## config.mk

```make
export PLATFORM = sky130hd
export DESIGN_NAME = oneshot_pulse_timer
export DESIGN_NICKNAME = d
export VERILOG_FILES = /design/src/rtl/ost_pkg.sv /design/src/rtl/ost_trig_detect.sv /design/src/rtl/ost_cmp_bank.sv /design/src/rtl/ost_seq_core.sv /design/src/rtl/ost_out_stage.sv /design/src/rtl/oneshot_pulse_timer.sv
export SDC_FILE = /design/constraint.sdc
export NUM_CORES = 1
export LEC_CHECK = 0
export BUFFER_PORTS_ARGS = -buffer_cell sky130_fd_sc_hd__clkbuf_2
export CAP_MARGIN = 15
export CORE_UTILIZATION = 40
export DETAILED_ROUTE_END_ITERATION = 10
export SLEW_MARGIN = 20
export SYNTH_ARGS = -nofsm -noshare
export SYNTH_HDL_FRONTEND = slang
export SYNTH_HIERARCHICAL = 1
export SYNTH_SLANG_ARGS = --single-unit
```

## constraint.sdc

```tcl
create_clock -name clk -period 4.5 [get_ports clk]
set_clock_uncertainty 0.05 [all_clocks]
set_input_delay 0 -clock clk [delete_from_list [all_inputs] [get_ports clk]]
set_output_delay 0 -clock clk [all_outputs]
set_load 0.01 [all_outputs]
```

## src/rtl/ost_pkg.sv

```systemverilog
package ost_pkg;
  typedef enum logic [1:0] {
    EDGE_NONE = 2'd0,
    EDGE_RISE = 2'd1,
    EDGE_FALL = 2'd2,
    EDGE_BOTH = 2'd3
  } edge_sel_e;

  typedef enum logic {
    ST_IDLE = 1'b0,
    ST_RUN  = 1'b1
  } seq_state_e;

  localparam int NUM_CMP = 2;
  localparam int CMP_STOP = 0;
  localparam int CMP_SET  = 1;
endpackage

```

## src/rtl/ost_trig_detect.sv

```systemverilog
module ost_trig_detect
  import ost_pkg::*;
#(
  parameter int SYNC_STAGES = 2
) (
  input  logic       clk,
  input  logic       rst,
  input  logic       pin_async,
  input  logic [1:0] edge_sel,
  output logic       edge_hit
);
  localparam int MSB = SYNC_STAGES - 1;

  logic [MSB:0] sync_q;
  logic         last_q;
  logic         rise;
  logic         fall;
  edge_sel_e    sel;

  always_ff @(posedge clk) begin
    if (rst) begin
      sync_q <= '0;
      last_q <= 1'b0;
    end else begin
      sync_q <= {sync_q[MSB-1:0], pin_async};
      last_q <= sync_q[MSB];
    end
  end

  assign sel  = edge_sel_e'(edge_sel);
  assign rise = sync_q[MSB] & ~last_q;
  assign fall = ~sync_q[MSB] & last_q;

  always_comb begin
    case (sel)
      EDGE_RISE: edge_hit = rise;
      EDGE_FALL: edge_hit = fall;
      EDGE_BOTH: edge_hit = rise | fall;
      default:   edge_hit = 1'b0;
    endcase
  end
endmodule

```

## src/rtl/ost_cmp_bank.sv

```systemverilog
module ost_cmp_bank
  import ost_pkg::*;
#(
  parameter int CNT_W = 16
) (
  input  logic                           clk,
  input  logic                           rst,
  input  logic [NUM_CMP-1:0]             wr_en,
  input  logic [CNT_W-1:0]               wr_data,
  output logic [NUM_CMP-1:0][CNT_W-1:0]  cmp_q
);
  for (genvar i = 0; i < NUM_CMP; i++) begin : g_cmp
    always_ff @(posedge clk) begin
      if (rst)          cmp_q[i] <= '0;
      else if (wr_en[i]) cmp_q[i] <= wr_data;
    end
  end
endmodule

```

## src/rtl/ost_seq_core.sv

```systemverilog
module ost_seq_core
  import ost_pkg::*;
#(
  parameter int CNT_W = 16
) (
  input  logic             clk,
  input  logic             rst,
  input  logic             en,
  input  logic             start,
  input  logic [CNT_W-1:0] cmp_stop,
  input  logic [CNT_W-1:0] cmp_set,
  output logic             hit_stop,
  output logic             hit_set,
  output logic             irq_stop,
  output logic             irq_set
);
  seq_state_e       st_q;
  logic [CNT_W-1:0] cnt_q;
  logic             running;

  assign running  = (st_q == ST_RUN);
  assign hit_stop = running && (cnt_q == cmp_stop);
  assign hit_set  = running && (cnt_q == cmp_set);

  always_ff @(posedge clk) begin
    if (rst || !en) begin
      st_q     <= ST_IDLE;
      cnt_q    <= '0;
      irq_stop <= 1'b0;
      irq_set  <= 1'b0;
    end else begin
      irq_stop <= hit_stop;
      irq_set  <= hit_set;
      case (st_q)
        ST_IDLE: begin
          if (start) begin
            st_q  <= ST_RUN;
            cnt_q <= '0;
          end
        end
        ST_RUN: begin
          if (hit_stop) st_q <= ST_IDLE;
          else          cnt_q <= cnt_q + CNT_W'(1);
        end
        default: st_q <= ST_IDLE;
      endcase
    end
  end
endmodule

```

## src/rtl/ost_out_stage.sv

```systemverilog
module ost_out_stage (
  input  logic clk,
  input  logic rst,
  input  logic en,
  input  logic pol,
  input  logic set_hit,
  input  logic stop_hit,
  output logic pulse_q
);
  logic act_q;
  logic stop_q;
  logic act_n;

  always_comb begin
    act_n = act_q;
    if (stop_q)  act_n = 1'b0;
    if (set_hit) act_n = 1'b1;
    if (!en)     act_n = 1'b0;
  end

  always_ff @(posedge clk) begin
    if (rst) begin
      act_q   <= 1'b0;
      stop_q  <= 1'b0;
      pulse_q <= 1'b0;
    end else begin
      act_q   <= act_n;
      stop_q  <= en & stop_hit;
      pulse_q <= act_n ? pol : ~pol;
    end
  end
endmodule

```

## src/rtl/oneshot_pulse_timer.sv

```systemverilog
module oneshot_pulse_timer
  import ost_pkg::*;
#(
  parameter int CNT_W       = 16,
  parameter int SYNC_STAGES = 2
) (
  input  logic             clk,
  input  logic             rst,
  input  logic             en,
  input  logic             out_pol,
  input  logic [1:0]       trig_edge_sel,
  input  logic             ext_trig,
  input  logic             sw_trig,
  input  logic             cmp0_we,
  input  logic             cmp1_we,
  input  logic [CNT_W-1:0] cmp_wdata,
  output logic             pulse_out,
  output logic             irq_cc0,
  output logic             irq_cc1
);
  logic                          pin_hit;
  logic                          start;
  logic [NUM_CMP-1:0]            cmp_we;
  logic [NUM_CMP-1:0][CNT_W-1:0] cmp_val;
  logic                          hit_stop;
  logic                          hit_set;

  assign start = pin_hit | sw_trig;
  always_comb begin
    cmp_we           = '0;
    cmp_we[CMP_STOP] = cmp0_we;
    cmp_we[CMP_SET]  = cmp1_we;
  end

  ost_trig_detect #(.SYNC_STAGES(SYNC_STAGES)) u_trig (
    .clk(clk), .rst(rst), .pin_async(ext_trig),
    .edge_sel(trig_edge_sel), .edge_hit(pin_hit)
  );

  ost_cmp_bank #(.CNT_W(CNT_W)) u_cmp (
    .clk(clk), .rst(rst), .wr_en(cmp_we), .wr_data(cmp_wdata), .cmp_q(cmp_val)
  );

  ost_seq_core #(.CNT_W(CNT_W)) u_core (
    .clk(clk), .rst(rst), .en(en), .start(start),
    .cmp_stop(cmp_val[CMP_STOP]), .cmp_set(cmp_val[CMP_SET]),
    .hit_stop(hit_stop), .hit_set(hit_set),
    .irq_stop(irq_cc0), .irq_set(irq_cc1)
  );

  ost_out_stage u_out (
    .clk(clk), .rst(rst), .en(en), .pol(out_pol),
    .set_hit(hit_set), .stop_hit(hit_stop), .pulse_q(pulse_out)
  );
endmodule

```

-- After elaboration in Yosys (flattened, before gate mapping)
Cells that the tools add are included.
- $add $sub $neg: 1
- multipliers: 0
- divide/modulo/power cells: 0
- magnitude comparators: 0
- eq/ne operators: 7
- shift-type cells: 0
- mux-type cells: 11
- bitwise gates (word level): 9
- reductions and logical operators: 5
- operator list (cell ; number):
    equality test 16 bit ; 2
    2-to-1 mux 16 bit ; 2
    case mux 16 bit (2 select lines) ; 1
    adder 16 x 1 -> 16 bit, second input constant ; 1
    2-to-1 mux 1 bit ; 6
    equality test 2 bit, second input constant ; 2
    inequality test 2 bit, second input constant ; 2
    inverter 1 bit ; 4
    bitwise AND 1 bit ; 3
    case mux 1 bit (3 select lines) ; 1
    equality test 2 x 1 -> 1 bit, second input constant ; 1
    logical AND 1 bit ; 2
    bitwise OR 1 bit ; 2
    case mux 1 bit (2 select lines) ; 1
    AND reduction 2 bit ; 1
    logical NOT 1 bit ; 1
    logical OR 1 bit ; 1
- register bits after elaboration: 57
- latch bits: 0
- RAM bits: 0
- memory bits (read-only): 0
- input bits: 26
- output and inout port bits: 3
- word-level logic and storage cells: 44
- memories: 0

-- Logic depth before layout (Yosys ltp)
Gate-level depths: netlist of the first run.
- depth after elaboration: 7
- depth in mapped cells: 11

-- Cells and area by module
Netlist of the first run, hierarchy kept.
- by module, submodules not included (module ; instances ; cells an instance ; area each (um2)):
    ost_seq_core ; 1 ; 194 ; 1535.2
    ost_cmp_bank ; 1 ; 103 ; 1157.4
    ost_trig_detect ; 1 ; 15 ; 135.1
    ost_out_stage ; 1 ; 11 ; 127.6
    oneshot_pulse_timer ; 1 ; 1 ; 6.3

-- Worst setup path before layout of the first run
Ideal clock, no wire load.
- kind: flip-flop to flip-flop
- start: register u_core.cnt_q[0]
- end: register u_core.cnt_q[13]
- setup time: 122 ps
- data arrival time: 1800 ps
- setup slack: 2528 ps
- stages on the path, launching flop included: 7
- buffers on the path: 1
- cell sequence: dfxtp_1 xor2_1 or4_4 nor3_4 buf_6 a21oi_1 a311o_1
- longest elaborated chain between the ends: 4
- RTL lines (item ; line ; source):
    start: declaration ; ost_seq_core.sv:18 ; logic [CNT_W-1:0] cnt_q;
    start signal: assignment ; ost_seq_core.sv:43 ; else cnt_q <= cnt_q + CNT_W'(1);
    branches (longest 4 deep; another with adder 16 x 1 -> 16 bit) ; - ;
Parallel ways; which one is timed is not known. The select of a mux whose other input is x is not followed.
A chain may end at the register's enable or synchronous reset.

-- Final worst setup path of the first run
- start: register u_core.st_q, in the netlist u_core/running
- end: register u_core.cnt_q[10]
- longest elaborated chain between the ends: 3
- RTL lines (item ; line ; source):
    start: declaration ; ost_seq_core.sv:17 ; seq_state_e st_q;
    start signal: assignment ; ost_seq_core.sv:27 ; st_q <= ST_IDLE;
    start signal: assignment ; ost_seq_core.sv:37 ; st_q <= ST_RUN;
    start signal: assignment ; ost_seq_core.sv:42 ; if (hit_stop) st_q <= ST_IDLE;
    logical AND 1 bit / inverter 1 bit (equally long branches) ; ost_seq_core.sv:22, ost_seq_core.sv:34 ;
    inequality test 2 bit (no line) ; - ;
    AND reduction 2 bit (no line) ; - ;
Parallel ways exist; a longest one is shown, timed or not.

==> results of run 1 <==
-- worst max-delay path, cell delays in order, from the launching register on --
cell,delay (ns)
dfxtp_1,0.71
inv_1,0.42
nor3_4,0.68
and2_1,0.46
o221a_1,0.24
-- worst paths after layout --
check	depth (start not counted)	endpoint	from
setup / recovery	4	u_core/cnt_q[10]$_SDFFE_PP0P_	u_core/running$_SDFF_PP0_
hold / removal	4	u_core/running$_SDFF_PP0_	sw_trig
setup reg to reg	4	u_core/cnt_q[10]$_SDFFE_PP0P_	u_core/running$_SDFF_PP0_
hold reg to reg	1	u_trig/sync_q[1]$_SDFF_PP0_	u_trig/sync_q[0]$_SDFF_PP0_
-- synth_stat cells (all sizes together) (7+ instances only) --
master and instances:
xor2 24, nand4 9, xnor2 8, buf 13, nor2 42, nor2b 10, dfxtp 57, nand3 9
clkbuf 13, a21oi 12, mux2i 32, nand2 20, nor3 7, o221a 7
-- cell type report --
| class | instances | share of cell area, % |
|---|---|---|
| multi-input cells | 235 | 46.9 |
| flip-flops and latches | 57 | 32.8 |
| repair buffers | 48 | 9.71 |
| clock buffers | 11 | 4.06 |
| well taps | 99 | 3.56 |
| clock inverters | 5 | 2.27 |
| inverters | 6 | 0.647 |
-- report_power, final --
part | internal (mW) | total, mW | switching [mW]
Sequential | 0.524 | 0.541 | 0.0163
Combinational | 0.0606 | 0.129 | 0.0681
Clock | 0.326 | 0.532 | 0.206
Total | 0.911 | 1.20 | 0.291
-- stage by stage --
stage	cell area [sq um]	total power, mW	hold slack [ns]	worst slack (ns)
4_1_cts	3470	1.21	0.146	1.92
2_1_floorplan	2960	0.637	0.0167	2.53
3_5_place_dp	3060	0.666	0.166	1.93
5_1_grt	3480	1.25	0.158	1.62
3_3_place_gp	3060	0.664	0.163	2.00
6_report	3480	1.20	0.149	1.88
-- repair_timing --
| item | CTS | global route |
|---|---|---|
| gates resized for setup | 0 | 0 |
| endpoints found under the hold margin | 36 | 0 |
| hold buffers | 19 | 0 |
| endpoints found under the setup margin | 0 | 0 |
-- cells by family (layout without fill, tap and decap cells) --
| group | Yosys count | count (layout) | synth area share (%) |
|---|---|---|---|
| simple gates | 118 | 118 | 20.5 |
| mux | 33 | 33 | 11.3 |
| buf+inv | 32 | 70 | 6.55 |
| xor+xnor | 32 | 32 | 9.46 |
| fa+ha+maj | 3 | 3 | 1.27 |
| flops | 57 | 57 | 38.5 |
| compound gates | 49 | 49 | 12.3 |
-- metal layers --
metal  routed length [microns]  share of wire, %
met4                        91               1.4
met3                       355               5.4
met1                      3050                46
met2                      3100                47
met5                         0                 0
==> impl_metrics.toml, run 1 <==
[run_status]
status = "finished, final reports clean"

[floorplanning]
core_sq_um = 7210
rows = 31
initial_utilization_pct = 41.1
fp.dieW_microns = 88.0
ioPinCount = 29
die_h_microns = 88.0
dieArea_sq_um = 7750

[final_layout]
largest_reg_flops = 32
fin_cells = 461
final_cell_mix = "57 x dfxtp_1, 41 x nor2_1, 32 x mux2i_1, 28 x clkbuf_2, 24 x xor2_1"
num-fill-cells = 703
largestRegisters = "u_cmp/cmp_q: 32 flops, u_core/cnt_q: 16 flops, u_trig/sync_q: 2 flops"
final_core_util_pct = 48.2
drive_gt1_share_pct = 14.4
multi_input_area_sq_um = 1630
final_common_cell = "dfxtp_1"
final_net_count = 386
area_growth_pct = 17.4
regMostFlops = "u_cmp/cmp_q"
antenna_cells = 0
ff_latch_area_sq_um = 1140

[sta]
period_share_pct = 58.3
slew_headroom_pct = 48.3
setup_tns_ns = 0
clock.fmax_mhz = 381
post-route-min-period_ns = 2.62
rsz0062_at_grt = "false"
worstMarginPinSlew_ns = 0.775
hold_violations = 0
slew_violations = 0
setup_viol = 0

[grt]
grt_busiest_layer = "met2"
grt_pass1_wl_microns = 11000
grt_overflow = 0
gr-usage-met3_pct = 6.50
grt_max_degree = 41
use_met1_pct = 24.0
grt_usage_pct = 19.1
first_global_vias = 2258
grt.met2_usage_pct = 30.4
antenna_found_initial = 0

[run]
cap_violations = 0

[clock_network]
cts-buffers-inserted = 9
cts_root_buf = "clkbuf_8"
clockBufferDepth = 2
cts_setup_buffers = 0
cts_tree = "built"
clk_latency_ns = 0.34
cts_sinks = 57
htree_levels = 3
cts.clk_slew.worst_paths_ns = 0.06

[synthesis]
yosysWarnings = 6
yosys.area.top_type = "dfxtp_1"
ys_types = 51
ys_ff_latch = 57
synth-async-reset-ratio_pct = 0
netlist_top_cells_area = "dfxtp_1 39%, mux2i_1 11%, xor2_1 7.1%"
syn_inst = 324
synth_nets = 353
synth_top_area_share_pct = 38.5
synth_area_sq_um = 2960
yosysSeqAreaShare_pct = 38.5
synth_edf_count = 0
avgSynthCellArea_sq_um = 9.14
synth_flop_cell = "dfxtp_1"

[drt]
vias_per_cell = 5.26
dr.pass1.iters = 5
via_count = 2426
ant_nets = 0
wl_per_cell_microns = 14.3
wirelength_microns = 6600
drt_iter0_markers = 271
drc = 0

[critical_path]
worst-endpoint-arrival_ns = 2.85
crit_fanout = 20
criticalPathCategory = "reg -> reg"
cp-end-kind = "flop"
r2r_setup_slack_ns = 1.88
cp-start-kind = "flop"
worstPathRequired_ns = 4.73

[placement]
hpwlAfterDp_microns = 4750
gp_congestion = 0.857
io_buffers = 28
post-place-cells = 426

[worst_hold_path]
min_path_type = "in -> reg"

[power]
pwr_density_cell_nw_per_um2 = 345
p_leak_nw = 1.52
peakVddDrop_v = 0.000241
Note: power is estimated with default switching activity, not from simulation.
==> inputs of run 2 (changes only) <==
Clock period 4.5 ns to 2.6 ns, I/O delays scaled along.
==> impl_metrics.toml, run 2 (synthesized netlist as in run 1, its figures left out) <==
[drt]
via_count = 2474
dr.pass1.iters = 5
wl_per_cell_microns = 15.0
wirelength_microns = 7060
drc = 0
vias_per_cell = 5.24
ant_nets = 0
drt_iter0_markers = 197

[power]
p_leak_nw = 1.56
peakVddDrop_v = 0.000394
pwr_density_cell_nw_per_um2 = 559

[final_layout]
drive_gt1_share_pct = 15.5
final_cell_mix = "57 x dfxtp_1, 41 x nor2_1, 32 x mux2i_1, 28 x clkbuf_2, 24 x xor2_1"
num-fill-cells = 716
area_growth_pct = 19.2
regMostFlops = "u_cmp/cmp_q"
fin_area_sq_um = 3530
largest_reg_flops = 32
final_common_cell = "dfxtp_1"
largestRegisters = "u_cmp/cmp_q: 32 flops, u_core/cnt_q: 16 flops, u_trig/sync_q: 2 flops"
final_net_count = 397
antenna_cells = 0

[sta]
rsz0062_at_grt = "false"
clock.fmax_mhz = 455
worstMarginPinSlew_ns = 0.580
fin_ws_ns = 0.401
post-route-min-period_ns = 2.20
slew_headroom_pct = 61.3
setup_tns_ns = 0
slew_violations = 0
setup_viol = 0
hold_violations = 0
period_share_pct = 84.6

[worst_hold_path]
holdPathEnd = "u_core/running$_SDFF_PP0_"
whs_path_depth = 4
min_path_type = "in -> reg"
min_from = "sw_trig"

[run]
cap_violations = 0

[grt]
grt_overflow = 0
grt_usage_pct = 20.1
grt_pass1_wl_microns = 11700
first_global_vias = 2336
grt_max_degree = 31
antenna_found_initial = 0

[placement]
io_buffers = 28
gp_congestion = 0.890
hpwlAfterDp_microns = 4970
dp_slack_ns = 0.458
post_dp_cell_area_sq_um = 3120

[critical_path]
cp_slowest_cell = "dfxtp_1"
r2r_cells = 6
worstPathRequired_ns = 2.82
cp-end-kind = "flop"
rr_endpoint = "u_core/cnt_q[6]$_SDFFE_PP0P_"
critPathTopFamily = "simple AND/OR/NAND/NOR gates"
r2r_setup_slack_ns = 0.40
worst-endpoint-arrival_ns = 2.42
cp.buffers_inverters = 1
crit_fanout = 10
r2r_start = "u_core/cnt_q[7]$_SDFFE_PP0P_"
cp-start-kind = "flop"
critical-path-max-stage-delay_ns = 0.56
worstPathCellList = "xnor2_1 > nand3b_1 > nor3_2 > buf_4 > and2_1 > o221a_1"
criticalPathCategory = "reg -> reg"

[floorplanning]
rows = 31
fp.dieW_microns = 88.0
die_h_microns = 88.0
ioPinCount = 29
dieArea_sq_um = 7750
core_sq_um = 7210
initial_utilization_pct = 41.1

[clock_network]
cts_tree = "built"
cts_root_buf = "clkbuf_8"
htree_levels = 3
clk_latency_ns = 0.33
cts_sinks = 57
clockBufferDepth = 2
cts.clk_slew.worst_paths_ns = 0.06
cts-buffers-inserted = 9

[run_status]
status = "finished, final reports clean"
## run 2: cell count changes in the layout (fill, tap and decap cells not counted), sizes merged
cell / delta
buf: +8
dlygate4sd3: +3
clkbuf: +2
bufinv: -1
clkinv: -1
## run 2: stage by stage
stage / util [%] / std cells / power [mW] / hold WS (ns)
final: 48.9 / 472 / 1.98 / 0.156
after global routing: 48.9 / 472 / 2.07 / 0.153
after CTS: 48.9 / 472 / 1.99 / 0.140
after detailed placement: 43.3 / 434 / 1.17 / 0.175
after global placement: 43.3 / 434 / 1.16 / 0.172
after floorplan: - / 324 / 1.10 / 0.0167
## run 2: how the worst max path moves through the flow
stage                                       startpoint  slack [ns]  cells past startpoint                             to
after floorplan           u_core/cnt_q[0]$_SDFFE_PP0P_        0.63                      6  u_core/cnt_q[13]$_SDFFE_PP0P_
after global placement    u_core/cnt_q[7]$_SDFFE_PP0P_        0.44                      6       u_out/pulse_q$_SDFF_PP0_
after detailed placement  u_core/cnt_q[7]$_SDFFE_PP0P_        0.46                      6       u_out/pulse_q$_SDFF_PP0_
after CTS                 u_core/cnt_q[7]$_SDFFE_PP0P_        0.43                      6   u_core/cnt_q[6]$_SDFFE_PP0P_
after global routing      u_core/cnt_q[7]$_SDFFE_PP0P_        0.20                      6   u_core/cnt_q[5]$_SDFFE_PP0P_
final                     u_core/cnt_q[7]$_SDFFE_PP0P_        0.40                      6   u_core/cnt_q[6]$_SDFFE_PP0P_
## run 2: what timing repair did
action	CTS	global route
endpoints found under the hold margin	38	0
gates resized for setup	0	0
hold buffers	22	0
setup buffers	0	0
## run 2: power breakdown
| part | total, mW | switching, mW | internal, mW |
|---|---|---|---|
| clock | 0.800 | 0.333 | 0.466 |
| combinational | 0.243 | 0.127 | 0.116 |
| sequential | 0.933 | 0.0252 | 0.908 |
| total | 1.98 | 0.486 | 1.49 |
## run 2: worst register-to-register path: cells and delay by family, from the launching register on
kind                   cells  cell delay [ns]
flip-flops                 1             0.56
AND/OR/NAND/NOR            3             0.83
buffers and inverters      1             0.22
AO/OA/AOI/OAI              1             0.26
XOR/XNOR                   1             0.23
## run 2: per-layer routing
| layer | global-route usage (%) | wire length, microns | vias to the layer above |
|---|---|---|---|
| li1 | - | - | 1230 |
| met3 | 4.90 | 253 | 10 |
| met4 | 7.48 | 116 | 0 |
| met2 | 31.6 | 3290 | 54 |
| met1 | 26.8 | 3400 | 1180 |
| met5 | 0 | 0 | - |
## run 2: final cells by class
| type | instances | area, sq um | share of cell area (%) |
|---|---|---|---|
| inverters | 6 | 22.5 | 0.638 |
| multi-input cells | 235 | 1630 | 46.1 |
| flip-flops and latches | 57 | 1140 | 32.3 |
| repair buffers | 59 | 428 | 12.1 |
| clock buffers | 13 | 149 | 4.22 |
| clock inverters | 3 | 40.0 | 1.13 |
| well taps | 99 | 124 | 3.51 |
==> inputs of run 3 (changes only) <==
Clock period 2.6 ns to 2.2 ns, I/O delays scaled along.
==> impl_metrics.toml, run 3 (synthesized netlist as in run 1, its figures left out) <==
[grt]
first_global_vias = 2399
grt_max_degree = 40
grt_usage_pct = 21.3
antenna_found_initial = 0
grt_busiest_layer = "met2"
grt.met2_usage_pct = 31.4
grt_pass1_wl_microns = 12100
use_met1_pct = 28.9
grt_overflow = 0
gr-usage-met3_pct = 3.58

[power]
p_leak_nw = 1.61
pwr_density_cell_nw_per_um2 = 642
peakVddDrop_v = 0.000413
finalPower_mw = 2.32

[final_layout]
area_growth_pct = 21.9
final_cell_mix = "56 x dfxtp_1, 41 x nor2_1, 32 x mux2i_1, 28 x clkbuf_2, 24 x xor2_1"
regMostFlops = "u_cmp/cmp_q"
fin_area_sq_um = 3610
multi_input_area_sq_um = 1630
largestRegisters = "u_cmp/cmp_q: 32 flops, u_core/cnt_q: 16 flops, u_trig/sync_q: 2 flops"
drive_gt1_share_pct = 18.9
antenna_cells = 0
final_common_cell = "dfxtp_1"
num-fill-cells = 725
largest_reg_flops = 32
final_net_count = 406
ff_latch_area_sq_um = 1140

[sta]
hold_violations = 0
slew_headroom_pct = 48.9
clock.fmax_mhz = 483
slew_violations = 0
hold_ws_ns = 0.0670
worstMarginPinSlew_ns = 0.766
setup_tns_ns = 0
period_share_pct = 94.2
rsz0062_at_grt = "false"
fin_ws_ns = 0.129
setup_viol = 0
post-route-min-period_ns = 2.07

[drt]
vias_per_cell = 5.27
via_count = 2530
drt_iter0_markers = 111
wirelength_microns = 7300
ant_nets = 0
wl_per_cell_microns = 15.2
dr.pass1.iters = 4
drc = 0

[clock_network]
cts_root_buf = "clkbuf_8"
cts_tree = "built"
cts-buffers-inserted = 9
cts_setup_buffers = 0
clockBufferDepth = 2
clk_latency_ns = 0.34
htree_levels = 3
cts.clk_slew.worst_paths_ns = 0.06
cts_sinks = 57

[placement]
post_dp_cell_area_sq_um = 3240
gp_congestion = 0.905
io_buffers = 28
hpwlAfterDp_microns = 5280
dp_slack_ns = -0.00389

[worst_hold_path]
whs_path_depth = 3
min_path_type = "in -> reg"

[critical_path]
r2r_cells = 5
crit_fanout = 8
cp-start-kind = "flop"
worst-endpoint-arrival_ns = 2.31
criticalPathCategory = "reg -> reg"
cp-end-kind = "flop"
worstPathRequired_ns = 2.43

[floorplanning]
rows = 31
die_h_microns = 88.0
dieArea_sq_um = 7750
core_sq_um = 7210
initial_utilization_pct = 41.1
fp.dieW_microns = 88.0
ioPinCount = 29

[run]
cap_violations = 0

[run_status]
status = "finished, final reports clean"
run 3: changes by cell type in the layout (fill, tap and decap cells not counted), sizes merged:
cell         delta
buf            +12
clkbuf          -2
clkinv          +1
dlygate4sd3     -3
run 3: what timing repair did:
item / in CTS / in global routing
pin swaps: 0 / 0
setup endpoints to repair: 1 / 1
hold buffers: 19 / 0
hold endpoints to repair: 36 / 0
resized for setup: 1 / 1
run 3: area by class of cell:
type / instances / area share (%)
Clock buffer: 11 / 3.64
Clock inverter: 4 / 1.25
Inverter: 6 / 0.624
Multi-Input combinational cell: 235 / 45.2
Sequential cell: 57 / 31.6
Tap cell: 99 / 3.43
Timing Repair Buffer: 68 / 14.2
run 3: path summary, 6_finish.rpt:
kind,from,slack (ns),end
hold reg to reg,u_trig/sync_q[0]$_SDFF_PP0_,0.40,u_trig/sync_q[1]$_SDFF_PP0_
setup / recovery,u_core/cnt_q[13]$_SDFFE_PP0P_,0.13,u_out/stop_q$_SDFF_PP0_
setup reg to reg,u_core/cnt_q[13]$_SDFFE_PP0P_,0.13,u_out/stop_q$_SDFF_PP0_
hold / removal,rst,0.07,u_core/cnt_q[14]$_SDFFE_PP0P_
run 3: worst max-delay path: stages (launching register included):
cell	delay, ns
dfxtp_1	0.50
xor2_1	0.13
or4_1	0.53
or4_1	0.54
nor2_2	0.13
and3_1	0.14
run 3: power by group:
| group | switching (mW) | leakage, nW | total, mW | internal (mW) |
|---|---|---|---|---|
| Combinational | 0.156 | 1.04 | 0.302 | 0.146 |
| Clock | 0.405 | 0.0929 | 0.916 | 0.511 |
| Sequential | 0.0276 | 0.467 | 1.10 | 1.07 |
| Total | 0.589 | 1.61 | 2.32 | 1.73 |
run 3: per-layer routing:
metal | part of all wire [%] | routed length [microns]
met4 | 4.1 | 298
met5 | 0 | 0
met1 | 47 | 3410
met2 | 45 | 3310
met3 | 3.8 | 278
run 3: through the flow:
step           util [%]  std cells
2_1_floorplan         -        324
3_3_place_gp       44.9        446
3_5_place_dp       44.9        446
4_1_cts            50.0        480
5_1_grt            50.0        480
6_report           50.0        480
